### src/rtl/ginv_pkg.sv
package ginv_pkg;

    typedef enum logic [1:0] {
        C_IDLE,
        C_FAULT_RI,
        C_FAULT_CPU
    } ctrl_state_e;

    typedef enum logic {
        W_IDLE,
        W_SWEEP
    } walk_state_e;

    typedef enum logic {
        R_IDLE,
        R_SEND
    } rmt_state_e;

    typedef enum logic {
        B_IDLE,
        B_WAIT
    } fence_state_e;

    localparam int          RS_W       = 5;
    localparam int          STYPE_W    = 5;
    localparam logic [4:0]  STYPE_GINV = 5'h14;

endpackage

### src/rtl/ginv_sweeper.sv
module ginv_sweeper
    import ginv_pkg::*;
#(
    parameter int NUM_SETS = 64,
    parameter int NUM_WAYS = 4,
    parameter int SET_W    = (NUM_SETS > 1) ? $clog2(NUM_SETS) : 1
) (
    input  logic                clk,
    input  logic                rst_n,
    input  logic                start,
    input  logic [NUM_WAYS-1:0] lock,
    output logic                en,
    output logic [SET_W-1:0]    set_idx,
    output logic [NUM_WAYS-1:0] clear,
    output logic                sweeping,
    output logic                end_evt
);

    localparam logic [SET_W-1:0] LAST_SET = SET_W'(NUM_SETS - 1);

    walk_state_e      state_q, state_d;
    logic [SET_W-1:0] set_q;
    logic             at_last;

    assign at_last = (set_q == LAST_SET);

    always_ff @(posedge clk or negedge rst_n) begin
        if (!rst_n) state_q <= W_IDLE;
        else        state_q <= state_d;
    end

    always_comb begin
        state_d = state_q;
        unique case (state_q)
            W_IDLE:  if (start)   state_d = W_SWEEP;
            W_SWEEP: if (at_last) state_d = W_IDLE;
            default:              state_d = W_IDLE;
        endcase
    end

    always_ff @(posedge clk or negedge rst_n) begin
        if (!rst_n)                 set_q <= '0;
        else if (state_q == W_IDLE) set_q <= '0;
        else                        set_q <= set_q + SET_W'(1);
    end

    always_comb begin
        en       = 1'b0;
        clear    = '0;
        sweeping = 1'b0;
        end_evt  = 1'b0;
        unique case (state_q)
            W_IDLE: ;
            W_SWEEP: begin
                en       = 1'b1;
                clear    = ~lock;
                sweeping = 1'b1;
                end_evt  = at_last;
            end
            default: ;
        endcase
    end

    assign set_idx = set_q;

endmodule

### src/rtl/ginv_remote.sv
module ginv_remote
    import ginv_pkg::*;
#(
    parameter int NUM_CORES = 4,
    parameter int LOCAL_ID  = 0,
    parameter int CORE_W    = (NUM_CORES > 1) ? $clog2(NUM_CORES) : 1
) (
    input  logic              clk,
    input  logic              rst_n,
    input  logic              start,
    input  logic              bcast,
    input  logic [CORE_W-1:0] tgt,
    input  logic              ack,
    output logic              req,
    output logic [CORE_W-1:0] target,
    output logic              sending,
    output logic              send_evt,
    output logic              ack_evt
);

    localparam logic [CORE_W:0] LOCAL_V = LOCAL_ID[CORE_W:0];
    localparam logic [CORE_W:0] COUNT_V = NUM_CORES[CORE_W:0];
    localparam logic [CORE_W:0] FIRST_V = (LOCAL_ID == 0) ? 1 : 0;

    // Step to the following core index, hopping over the local core.
    function automatic logic [CORE_W:0] step_core(input logic [CORE_W:0] cur);
        logic [CORE_W:0] n;
        n = cur + 1'b1;
        if (n == LOCAL_V) n = n + 1'b1;
        return n;
    endfunction

    rmt_state_e        state_q, state_d;
    logic [CORE_W-1:0] tgt_q;
    logic              bcast_q;
    logic [CORE_W:0]   nxt_core;
    logic              more;

    assign nxt_core = step_core({1'b0, tgt_q});
    assign more     = bcast_q && (nxt_core < COUNT_V);

    always_ff @(posedge clk or negedge rst_n) begin
        if (!rst_n) state_q <= R_IDLE;
        else        state_q <= state_d;
    end

    always_comb begin
        state_d = state_q;
        unique case (state_q)
            R_IDLE: if (start)        state_d = R_SEND;
            R_SEND: if (ack && !more) state_d = R_IDLE;
            default:                  state_d = R_IDLE;
        endcase
    end

    always_ff @(posedge clk or negedge rst_n) begin
        if (!rst_n) begin
            tgt_q   <= '0;
            bcast_q <= 1'b0;
        end else if (state_q == R_IDLE && start) begin
            tgt_q   <= bcast ? FIRST_V[CORE_W-1:0] : tgt;
            bcast_q <= bcast;
        end else if (state_q == R_SEND && ack && more) begin
            tgt_q   <= nxt_core[CORE_W-1:0];
        end
    end

    always_comb begin
        req      = 1'b0;
        sending  = 1'b0;
        send_evt = 1'b0;
        ack_evt  = 1'b0;
        unique case (state_q)
            R_IDLE: send_evt = start;
            R_SEND: begin
                req      = 1'b1;
                sending  = 1'b1;
                ack_evt  = ack;
                send_evt = ack && more;
            end
            default: ;
        endcase
    end

    assign target = tgt_q;

endmodule

### src/rtl/ginv_fence.sv
module ginv_fence
    import ginv_pkg::*;
#(
    parameter int CNT_W = 3
) (
    input  logic               clk,
    input  logic               rst_n,
    input  logic               walk_inc,
    input  logic               send_inc,
    input  logic               walk_dec,
    input  logic               ack_dec,
    input  logic               bar_valid,
    input  logic [STYPE_W-1:0] bar_stype,
    output logic               bar_done
);

    fence_state_e       state_q, state_d;
    logic [CNT_W-1:0]   pend_q;
    logic [STYPE_W-1:0] stype_q;
    logic               drained;
    logic               ready_to_close;

    assign drained        = (pend_q == '0);
    assign ready_to_close = (stype_q != STYPE_GINV) || drained;

    // Outstanding work: sweeps and messages in flight.
    always_ff @(posedge clk or negedge rst_n) begin
        if (!rst_n) pend_q <= '0;
        else        pend_q <= pend_q + CNT_W'(walk_inc) + CNT_W'(send_inc)
                                     - CNT_W'(walk_dec) - CNT_W'(ack_dec);
    end

    always_ff @(posedge clk or negedge rst_n) begin
        if (!rst_n) state_q <= B_IDLE;
        else        state_q <= state_d;
    end

    always_comb begin
        state_d = state_q;
        unique case (state_q)
            B_IDLE: if (bar_valid)      state_d = B_WAIT;
            B_WAIT: if (ready_to_close) state_d = B_IDLE;
            default:                    state_d = B_IDLE;
        endcase
    end

    always_ff @(posedge clk or negedge rst_n) begin
        if (!rst_n)                              stype_q <= '0;
        else if (state_q == B_IDLE && bar_valid) stype_q <= bar_stype;
    end

    always_comb begin
        bar_done = 1'b0;
        unique case (state_q)
            B_IDLE: ;
            B_WAIT: bar_done = ready_to_close;
            default: ;
        endcase
    end

endmodule

### src/rtl/ginv_ctrl.sv
module ginv_ctrl
    import ginv_pkg::*;
#(
    parameter int NUM_CORES = 4,
    parameter int LOCAL_ID  = 0,
    parameter int NUM_SETS  = 64,
    parameter int NUM_WAYS  = 4,
    parameter int XLEN      = 32,
    parameter int CORE_W    = (NUM_CORES > 1) ? $clog2(NUM_CORES) : 1,
    parameter int SET_W     = (NUM_SETS > 1) ? $clog2(NUM_SETS) : 1
) (
    input  logic                clk,
    input  logic                rst_n,
    input  logic                inv_valid,
    output logic                inv_ready,
    input  logic [RS_W-1:0]     inv_rs_field,
    input  logic [XLEN-1:0]     inv_rs_data,
    input  logic [1:0]          cap_level,
    input  logic                cop0_usable,
    output logic                exc_reserved,
    output logic                exc_cop_unusable,
    output logic [1:0]          exc_cop_num,
    output logic                busy,
    output logic                sweep_en,
    output logic [SET_W-1:0]    sweep_set,
    output logic [NUM_WAYS-1:0] sweep_clear,
    input  logic [NUM_WAYS-1:0] sweep_lock,
    output logic                rinv_req,
    output logic [CORE_W-1:0]   rinv_target,
    input  logic                rinv_ack,
    input  logic                bar_valid,
    input  logic [STYPE_W-1:0]  bar_stype,
    output logic                bar_done
);

    localparam int              CNT_W   = $clog2(NUM_CORES + 3);
    localparam logic [CORE_W:0] COUNT_V = NUM_CORES[CORE_W:0];
    localparam logic [CORE_W:0] LOCAL_V = LOCAL_ID[CORE_W:0];

    ctrl_state_e       state_q, state_d;
    logic              accept;
    logic              is_bcast;
    logic [CORE_W-1:0] tgt;
    logic              tgt_local;
    logic              tgt_range;
    logic              bad_cap;
    logic              bad_cop;
    logic              launch;
    logic              walk_start;
    logic              rmt_start;
    logic              walk_busy;
    logic              walk_end;
    logic              rmt_busy;
    logic              send_evt;
    logic              ack_evt;
    logic              unused_hi;

    assign tgt       = inv_rs_data[CORE_W-1:0];
    assign unused_hi = ^inv_rs_data;
    assign is_bcast  = (inv_rs_field == '0);
    assign tgt_local = (NUM_CORES == 1) || ({1'b0, tgt} == LOCAL_V);
    assign tgt_range = ({1'b0, tgt} < COUNT_V);
    assign bad_cap   = !cap_level[1];
    assign bad_cop   = cap_level[1] && !cop0_usable;
    assign accept    = inv_valid && inv_ready;
    assign launch    = accept && !bad_cap && !bad_cop;

    // Control state register
    always_ff @(posedge clk or negedge rst_n) begin
        if (!rst_n) state_q <= C_IDLE;
        else        state_q <= state_d;
    end

    always_comb begin
        state_d = state_q;
        unique case (state_q)
            C_IDLE: begin
                if (accept && bad_cap)      state_d = C_FAULT_RI;
                else if (accept && bad_cop) state_d = C_FAULT_CPU;
            end
            C_FAULT_RI:  state_d = C_IDLE;
            C_FAULT_CPU: state_d = C_IDLE;
            default:     state_d = C_IDLE;
        endcase
    end

    // Control outputs
    always_comb begin
        inv_ready        = 1'b0;
        exc_reserved     = 1'b0;
        exc_cop_unusable = 1'b0;
        exc_cop_num      = 2'd0;
        walk_start       = 1'b0;
        rmt_start        = 1'b0;
        unique case (state_q)
            C_IDLE: begin
                inv_ready  = !walk_busy && !rmt_busy;
                walk_start = launch && (is_bcast || tgt_local);
                rmt_start  = launch && (NUM_CORES > 1) &&
                             (is_bcast || (!tgt_local && tgt_range));
            end
            C_FAULT_RI:  exc_reserved     = 1'b1;
            C_FAULT_CPU: exc_cop_unusable = 1'b1;
            default: ;
        endcase
    end

    ginv_sweeper #(
        .NUM_SETS (NUM_SETS),
        .NUM_WAYS (NUM_WAYS),
        .SET_W    (SET_W)
    ) u_sweep (
        .clk      (clk),
        .rst_n    (rst_n),
        .start    (walk_start),
        .lock     (sweep_lock),
        .en       (sweep_en),
        .set_idx  (sweep_set),
        .clear    (sweep_clear),
        .sweeping (walk_busy),
        .end_evt  (walk_end)
    );

    generate
        if (NUM_CORES > 1) begin : g_remote
            ginv_remote #(
                .NUM_CORES (NUM_CORES),
                .LOCAL_ID  (LOCAL_ID),
                .CORE_W    (CORE_W)
            ) u_rmt (
                .clk      (clk),
                .rst_n    (rst_n),
                .start    (rmt_start),
                .bcast    (is_bcast),
                .tgt      (tgt),
                .ack      (rinv_ack),
                .req      (rinv_req),
                .target   (rinv_target),
                .sending  (rmt_busy),
                .send_evt (send_evt),
                .ack_evt  (ack_evt)
            );
        end else begin : g_solo
            logic unused_ack;
            assign unused_ack  = rinv_ack ^ rmt_start;
            assign rinv_req    = 1'b0;
            assign rinv_target = '0;
            assign rmt_busy    = 1'b0;
            assign send_evt    = 1'b0;
            assign ack_evt     = 1'b0;
        end
    endgenerate

    ginv_fence #(
        .CNT_W (CNT_W)
    ) u_fence (
        .clk       (clk),
        .rst_n     (rst_n),
        .walk_inc  (walk_start),
        .send_inc  (send_evt),
        .walk_dec  (walk_end),
        .ack_dec   (ack_evt),
        .bar_valid (bar_valid),
        .bar_stype (bar_stype),
        .bar_done  (bar_done)
    );

    assign busy = walk_busy;

endmodule

### config.mk
export PLATFORM = sky130hd
export DESIGN_NAME = ginv_ctrl
export DESIGN_NICKNAME = d
export VERILOG_FILES = /design/src/rtl/ginv_pkg.sv /design/src/rtl/ginv_sweeper.sv /design/src/rtl/ginv_remote.sv /design/src/rtl/ginv_fence.sv /design/src/rtl/ginv_ctrl.sv
export SDC_FILE = /design/constraint.sdc
export NUM_CORES = 1
export LEC_CHECK = 0
export BUFFER_PORTS_ARGS = -buffer_cell sky130_fd_sc_hd__buf_4
export CAP_MARGIN = 20
export CORE_MARGIN = 2
export CORE_UTILIZATION = 37
export DETAILED_ROUTE_END_ITERATION = 6
export PLACE_DENSITY = 0.76
export SYNTH_ARGS = -nofsm -noshare
export SYNTH_HDL_FRONTEND = slang
export SYNTH_SLANG_ARGS = --single-unit
### constraint.sdc
create_clock -name clk -period 2.2 [get_ports clk]
set_clock_uncertainty 0.1 [all_clocks]
set_input_delay 0.11 -clock clk [delete_from_list [all_inputs] [get_ports clk]]
set_output_delay 0.11 -clock clk [all_outputs]
set_load 0.02 [all_outputs]
Word-level counts from Yosys, hierarchy flattened. Cells that the tools add are included.

$add $sub $neg: 7. Order comparisons: 1. Eq/ne operators: 5. Mux-type cells: 29. Bitwise logic cells: 4. Reduce and logical (&&, ||, !) cells: 32.

Operator list (count): $logic_and 1x1->1 (16); $mux 1 (16); $mux 2 (6); $pmux 1 s2 (4); $logic_not 1->1 (7); $add 3x1->3 (2); $add 6x1->6 const B (1); $eq 6x6->1 const B (1); $logic_not 3->1 (2); $mux 6 (1); $sub 3x1->3 (2); $logic_not 5->1 (1); $ne 5x5->1 const B (1); $logic_not 2->1 (2); $mux 4 (1); $not 4->4 (1); $add 2x1->3 const B (1); $add 3x1->3 const B (1); $logic_or 1x1->1 (3); $lt 3x3->1 const B (1); $mux 3 (1); $ne 3x3->1 const B (1); $not 1->1 (3); $eq 2x1->1 const B (1); 2 further kinds (2).

Register bits after elaboration: 22. Input port bits: 54.

Depth between registers and ports, before layout.
Depth in word-level cells: 13. Mapped depth: 9. Gate-level depth less buffers: 9.

By module. From an unflattened synthesis, not the netlist that was laid out.

Cell total of the unflattened synthesis: 107. Area, all modules: 1167.4 um2.

Modules (own cells, without submodules): ginv_fence (instances 1, cells an instance 32, area each 434.2 um2, seq. area each 225.2 um2); ginv_sweeper (instances 1, cells an instance 33, area each 339.1 um2, seq. area each 175.2 um2); ginv_remote (instances 1, cells an instance 22, area each 227.7 um2, seq. area each 100.1 um2); ginv_ctrl (instances 1, cells an instance 20, area each 166.4 um2, seq. area each 50.0 um2).

Worst setup path before layout. Ideal clock, no wire load.

Kind: register -> register. Start: register u_sweep.set_q[0] (netlist: u_sweep.set_idx[0]). End: register u_fence.pend_q[2]. Data arrival time: 2.343 ns. Required time: 2.020 ns. Path slack: -0.323 ns. Cell stages (with the launch flop): 10. Path buffers: 0. Clock period less this slack: 2.523 ns. Cells stage by stage: dfrtp_1 ha_1 nand3_1 nor2_1 fa_1 fa_1 inv_1 ha_1 xnor2_1 xnor2_1.

Cells in the longest elaborated chain, start to end: 4.

RTL lines: from (decl) (line ginv_sweeper.sv:22) `logic [SET_W-1:0] set_q;`; from (signal assigned) (line ginv_sweeper.sv:44) `else set_q <= set_q + SET_W'(1);`; $eq 6x6->1 (line ginv_sweeper.sv:25) `assign at_last = (set_q == LAST_SET);`; $mux 1 (line ginv_sweeper.sv:52) `unique case (state_q)`; $sub 3x1->3 (2 in a row) (line ginv_fence.sv:30) `- CNT_W'(walk_dec) - CNT_W'(ack_dec);`; to (signal assigned) (line ginv_fence.sv:29) `else pend_q <= pend_q + CNT_W'(walk_inc) + CNT_W'(send_inc)`; to (decl) (line ginv_fence.sv:18) `logic [CNT_W-1:0] pend_q;`.

Every way passes these cells. A chain may end at the register's enable or synchronous reset.

Worst setup path after layout. Ends and elaborated chain as after synthesis.

==> metrics.md <==
| Metric | Value |
|---|---|
| Outcome | `finished with violations` |
| Failing checks | `setup timing` |
| Total gr overflow | `0` |
| Worst IR Drop VDD | `0.000330 V` |
| Tot GR Track Use | `0.153` |
| Ant diodes | `0` |
| Worst-skew pair later-pin latency | `0.30 ns` |
| Largest net degree at the start of global routing | `23` |
| Max-slew violations | `0` |
| Initial antenna violation count | `0` |
| Vias in the first global route | `957` |
| Critical path arrival | `2.35 ns` |
| CTS tree | `yes` |
| Setup TNS | `-0.0345 ns` |
| Synth cell types | `37` |
| # IOs | `75` |
| Layout cells sized above 1 | `0.509` |
| Power per Cell Area | `409 mW/mm²` |
| Combinational Power Share | `0.144` |
| Syn avg cell area | `11.3 µm²` |
| # port buffers | `41` |
| Die area | `0.00350 mm²` |
| Fin crit share | `1.02` |
| Origin of the critical flop-to-flop path | `u_sweep.set_idx[0]` |
| Final ANT Viol Nets | `0` |
| First-pass GRT wire length | `4100 µm` |
| FF-to-FF End | `u_fence.pend_q[2]` |
| DP Cell Count | `180` |
| Placed wire-length estimate | `1840 µm` |
| Critical path launch point type | `flop` |
| # rows | `20` |
| Starting density of the core | `0.379` |
| Worst-path clk slew | `0.12 ns` |
| Register share of total power | `0.602` |
| Max_cap viols | `0` |
| Power consumption | `714 µW` |
| Synth area leader | `dfrtp_1` |
| Worst r2r path cells | `9` |
| Post-synth ARST share | `1.00` |
| Final core occ | `0.587` |
| Clock power frac | `0.254` |
| Fin. Hold Viols | `0` |
| Top cells by area, synth | `dfrtp_1 (49%), mux2_2 (5.0%), nor2_1 (4.7%)` |
| DRC | `0` |
| Vias | `942` |
| Initial DRC Count | `18` |
| Hold crit path type | `in2reg` |
| CTS Sinks | `22` |
| CTS root buffer | `clkbuf_4` |
| CTS Buffer Depth | `2` |
| Highest routed layer | `met4` |
| Final layout net count | `226` |
| Final setup fails | `1` |
| Die H | `59.2 µm` |
| H-tree depth | `1` |
| Post-synth EDFFs | `0` |
| Syn. warnings | `0` |
| Final hold slack | `0.0112 ns` |
| P_sw | `162 µW` |
| Post-Syn Instances | `100` |
| Fill cells | `244` |
| Hold path cells | `3` |
| Critical path endpoint category | `flop` |
| DR pass1 iterations | `3` |
| Core area | `0.00298 mm²` |
| Hold endpoint | `g_remote.u_rmt.target[1]` |
| Multi-input logic area | `586 µm²` |
| Met1 WL | `964 µm` |
| Num CTS Buffers | `3` |
| Via density per instance | `4.76` |
| Worst Hold Launch | `inv_rs_data[1]` |
| Cell Count, Final, Fillers Out | `198` |
| Wire length on met2 | `1280 µm` |
| Synth Flop Type | `dfrtp_1` |
| Met3 wire len | `94 µm` |
| Leakage | `0.000855 µW` |
| DR WL/cell | `12.0 µm` |
| Area of the mapped netlist | `0.00113 mm²` |
| WP data required | `2.32 ns` |
| Critical path class | `reg2reg` |
| Minimum clock period | `2.23 ns` |
| Yosys top cell area share | `0.488` |
| Reg-to-reg slack, setup | `-0.03 ns` |
| Synthesis-stage register bit count | `22` |
| Register Area | `554 µm²` |
| PnR worst setup slack | `-0.0345 ns` |
| RSZ-0062 raised after global routing | `true` |
| Sequential fraction of the synthesis area | `0.488` |
| Routed Wire Length | `2380 µm` |
| Gpl congestion | `0.752` |
| CP Max Fanout | `2` |
| Area grow syn2layout | `54.9%` |
| Switching share of total power | `0.227` |
| Die W | `59.2 µm` |
| Max frequency | `0.448 GHz` |
| Internal | `552 µW` |
[kinds of logic (layout without fill, tap and decap cells)]
logic type      after synthesis  in the layout  synth area share
xor+xnor                      7              7            0.0544
fa+ha+maj                     6              6            0.0799
buf+inv                      13             77            0.0533
mux                           6              6            0.0588
flops                        22             22             0.488
compound gates               12             12            0.0855
simple gates                 33             33             0.176
other cells                   1              2           0.00333
[metal layers]
layer  up-vias  GRT usage
met1       451      0.194
li1        460          -
met5         -          0
met2        27      0.275
met3         4     0.0197
met4         0     0.0390
[worst max-delay path: stages, from the launching register on]
cell and delay (ns):
dfrtp_2 0.45, ha_4 0.18, nand3_4 0.10, nor2_4 0.04, fa_1 0.46, fa_2 0.37
inv_2 0.07, ha_4 0.13, xnor2_2 0.11, xnor2_1 0.13
[power groups by stage]
stage,clock network (µW),registers [µW],logic (µW)
final,181,430,103
after global routing,204,433,112
after CTS,188,430,104
after detailed placement,0,438,92.3
after global placement,0,436,88.7
after floorplan,0,435,41.9
[synthesized netlist by cell type, types with 2 or more instances]
master / number
fa_1: 2
buf_4: 3
inv_1: 8
and2_1: 2
nor2b_1: 3
mux2_2: 5
o21ai_2: 2
dfrtp_1: 22
nand3_1: 3
nor2_1: 14
xnor2_1: 5
xor2_1: 2
ha_1: 4
nand2_1: 2
[metrics by stage]
step                setup WS, ns  instance area, µm²
floorplan                 -0.210                1160
detailed placement        -0.147                1550
global route              -0.120                1750
finish                   -0.0345                1750
global placement         -0.0825                1550
CTS                      -0.0337                1750
[state kept, by name (all words and copies together) (netlist names)]
| register | cells |
|---|---|
| g_remote.u_rmt.bcast_q | 1 |
| g_remote.u_rmt.state_q | 1 |
| g_remote.u_rmt.target | 2 |
| state_q | 2 |
| u_fence.pend_q | 3 |
| u_fence.state_q | 1 |
| u_fence.stype_q | 5 |
| u_sweep.set_idx | 6 |
| u_sweep.state_q | 1 |
[how the worst max path moves through the flow]
stage	from	end	slack, ns	depth (start not counted)
floorplan	g_remote.u_rmt.state_q	u_fence.pend_q[2]	-0.21	9
global placement	u_sweep.set_idx[0]	u_fence.pend_q[2]	-0.08	9
detailed placement	u_sweep.set_idx[1]	u_fence.pend_q[2]	-0.15	9
CTS	u_sweep.state_q	u_fence.pend_q[2]	-0.03	9
global route	u_sweep.set_idx[0]	u_fence.pend_q[2]	-0.12	9
finish	u_sweep.set_idx[0]	u_fence.pend_q[2]	-0.03	9
[area by class of cell]
class / instances / share of cell area
multi-input combinational: 66 / 0.335
sequential: 22 / 0.317
timing repair buffer: 64 / 0.289
tap: 33 / 0.0236
inverter: 9 / 0.0193
clock buffer: 4 / 0.0150
[layout by cell type, fill, tap and decap left out, types with 2 or more instances in the layout]
| cell | instances |
|---|---|
| and2_1 | 2 |
| buf_4 | 54 |
| clkbuf_4 | 3 |
| conb_1 | 2 |
| dfrtp_1 | 19 |
| dfrtp_2 | 3 |
| dlygate4sd3_1 | 10 |
| ha_1 | 2 |
| ha_4 | 2 |
| inv_1 | 7 |
| mux2_2 | 5 |
| nand2_1 | 2 |
| nand3_1 | 2 |
| nor2_1 | 12 |
| nor2_4 | 2 |
| nor2b_1 | 3 |
| o21ai_2 | 2 |
| xnor2_1 | 4 |
| xor2_1 | 2 |
[timing repair]
action | 4_1_cts | 5_1_grt
hold buffers | 10 | 0
buffers inserted | 4 | 0
endpoints found under the hold margin | 29 | 0
gates resized for setup | 6 | 0
pin swaps | 5 | 0
setup endpoints to repair | 2 | 1
Note: power is estimated with default switching activity, not from simulation.
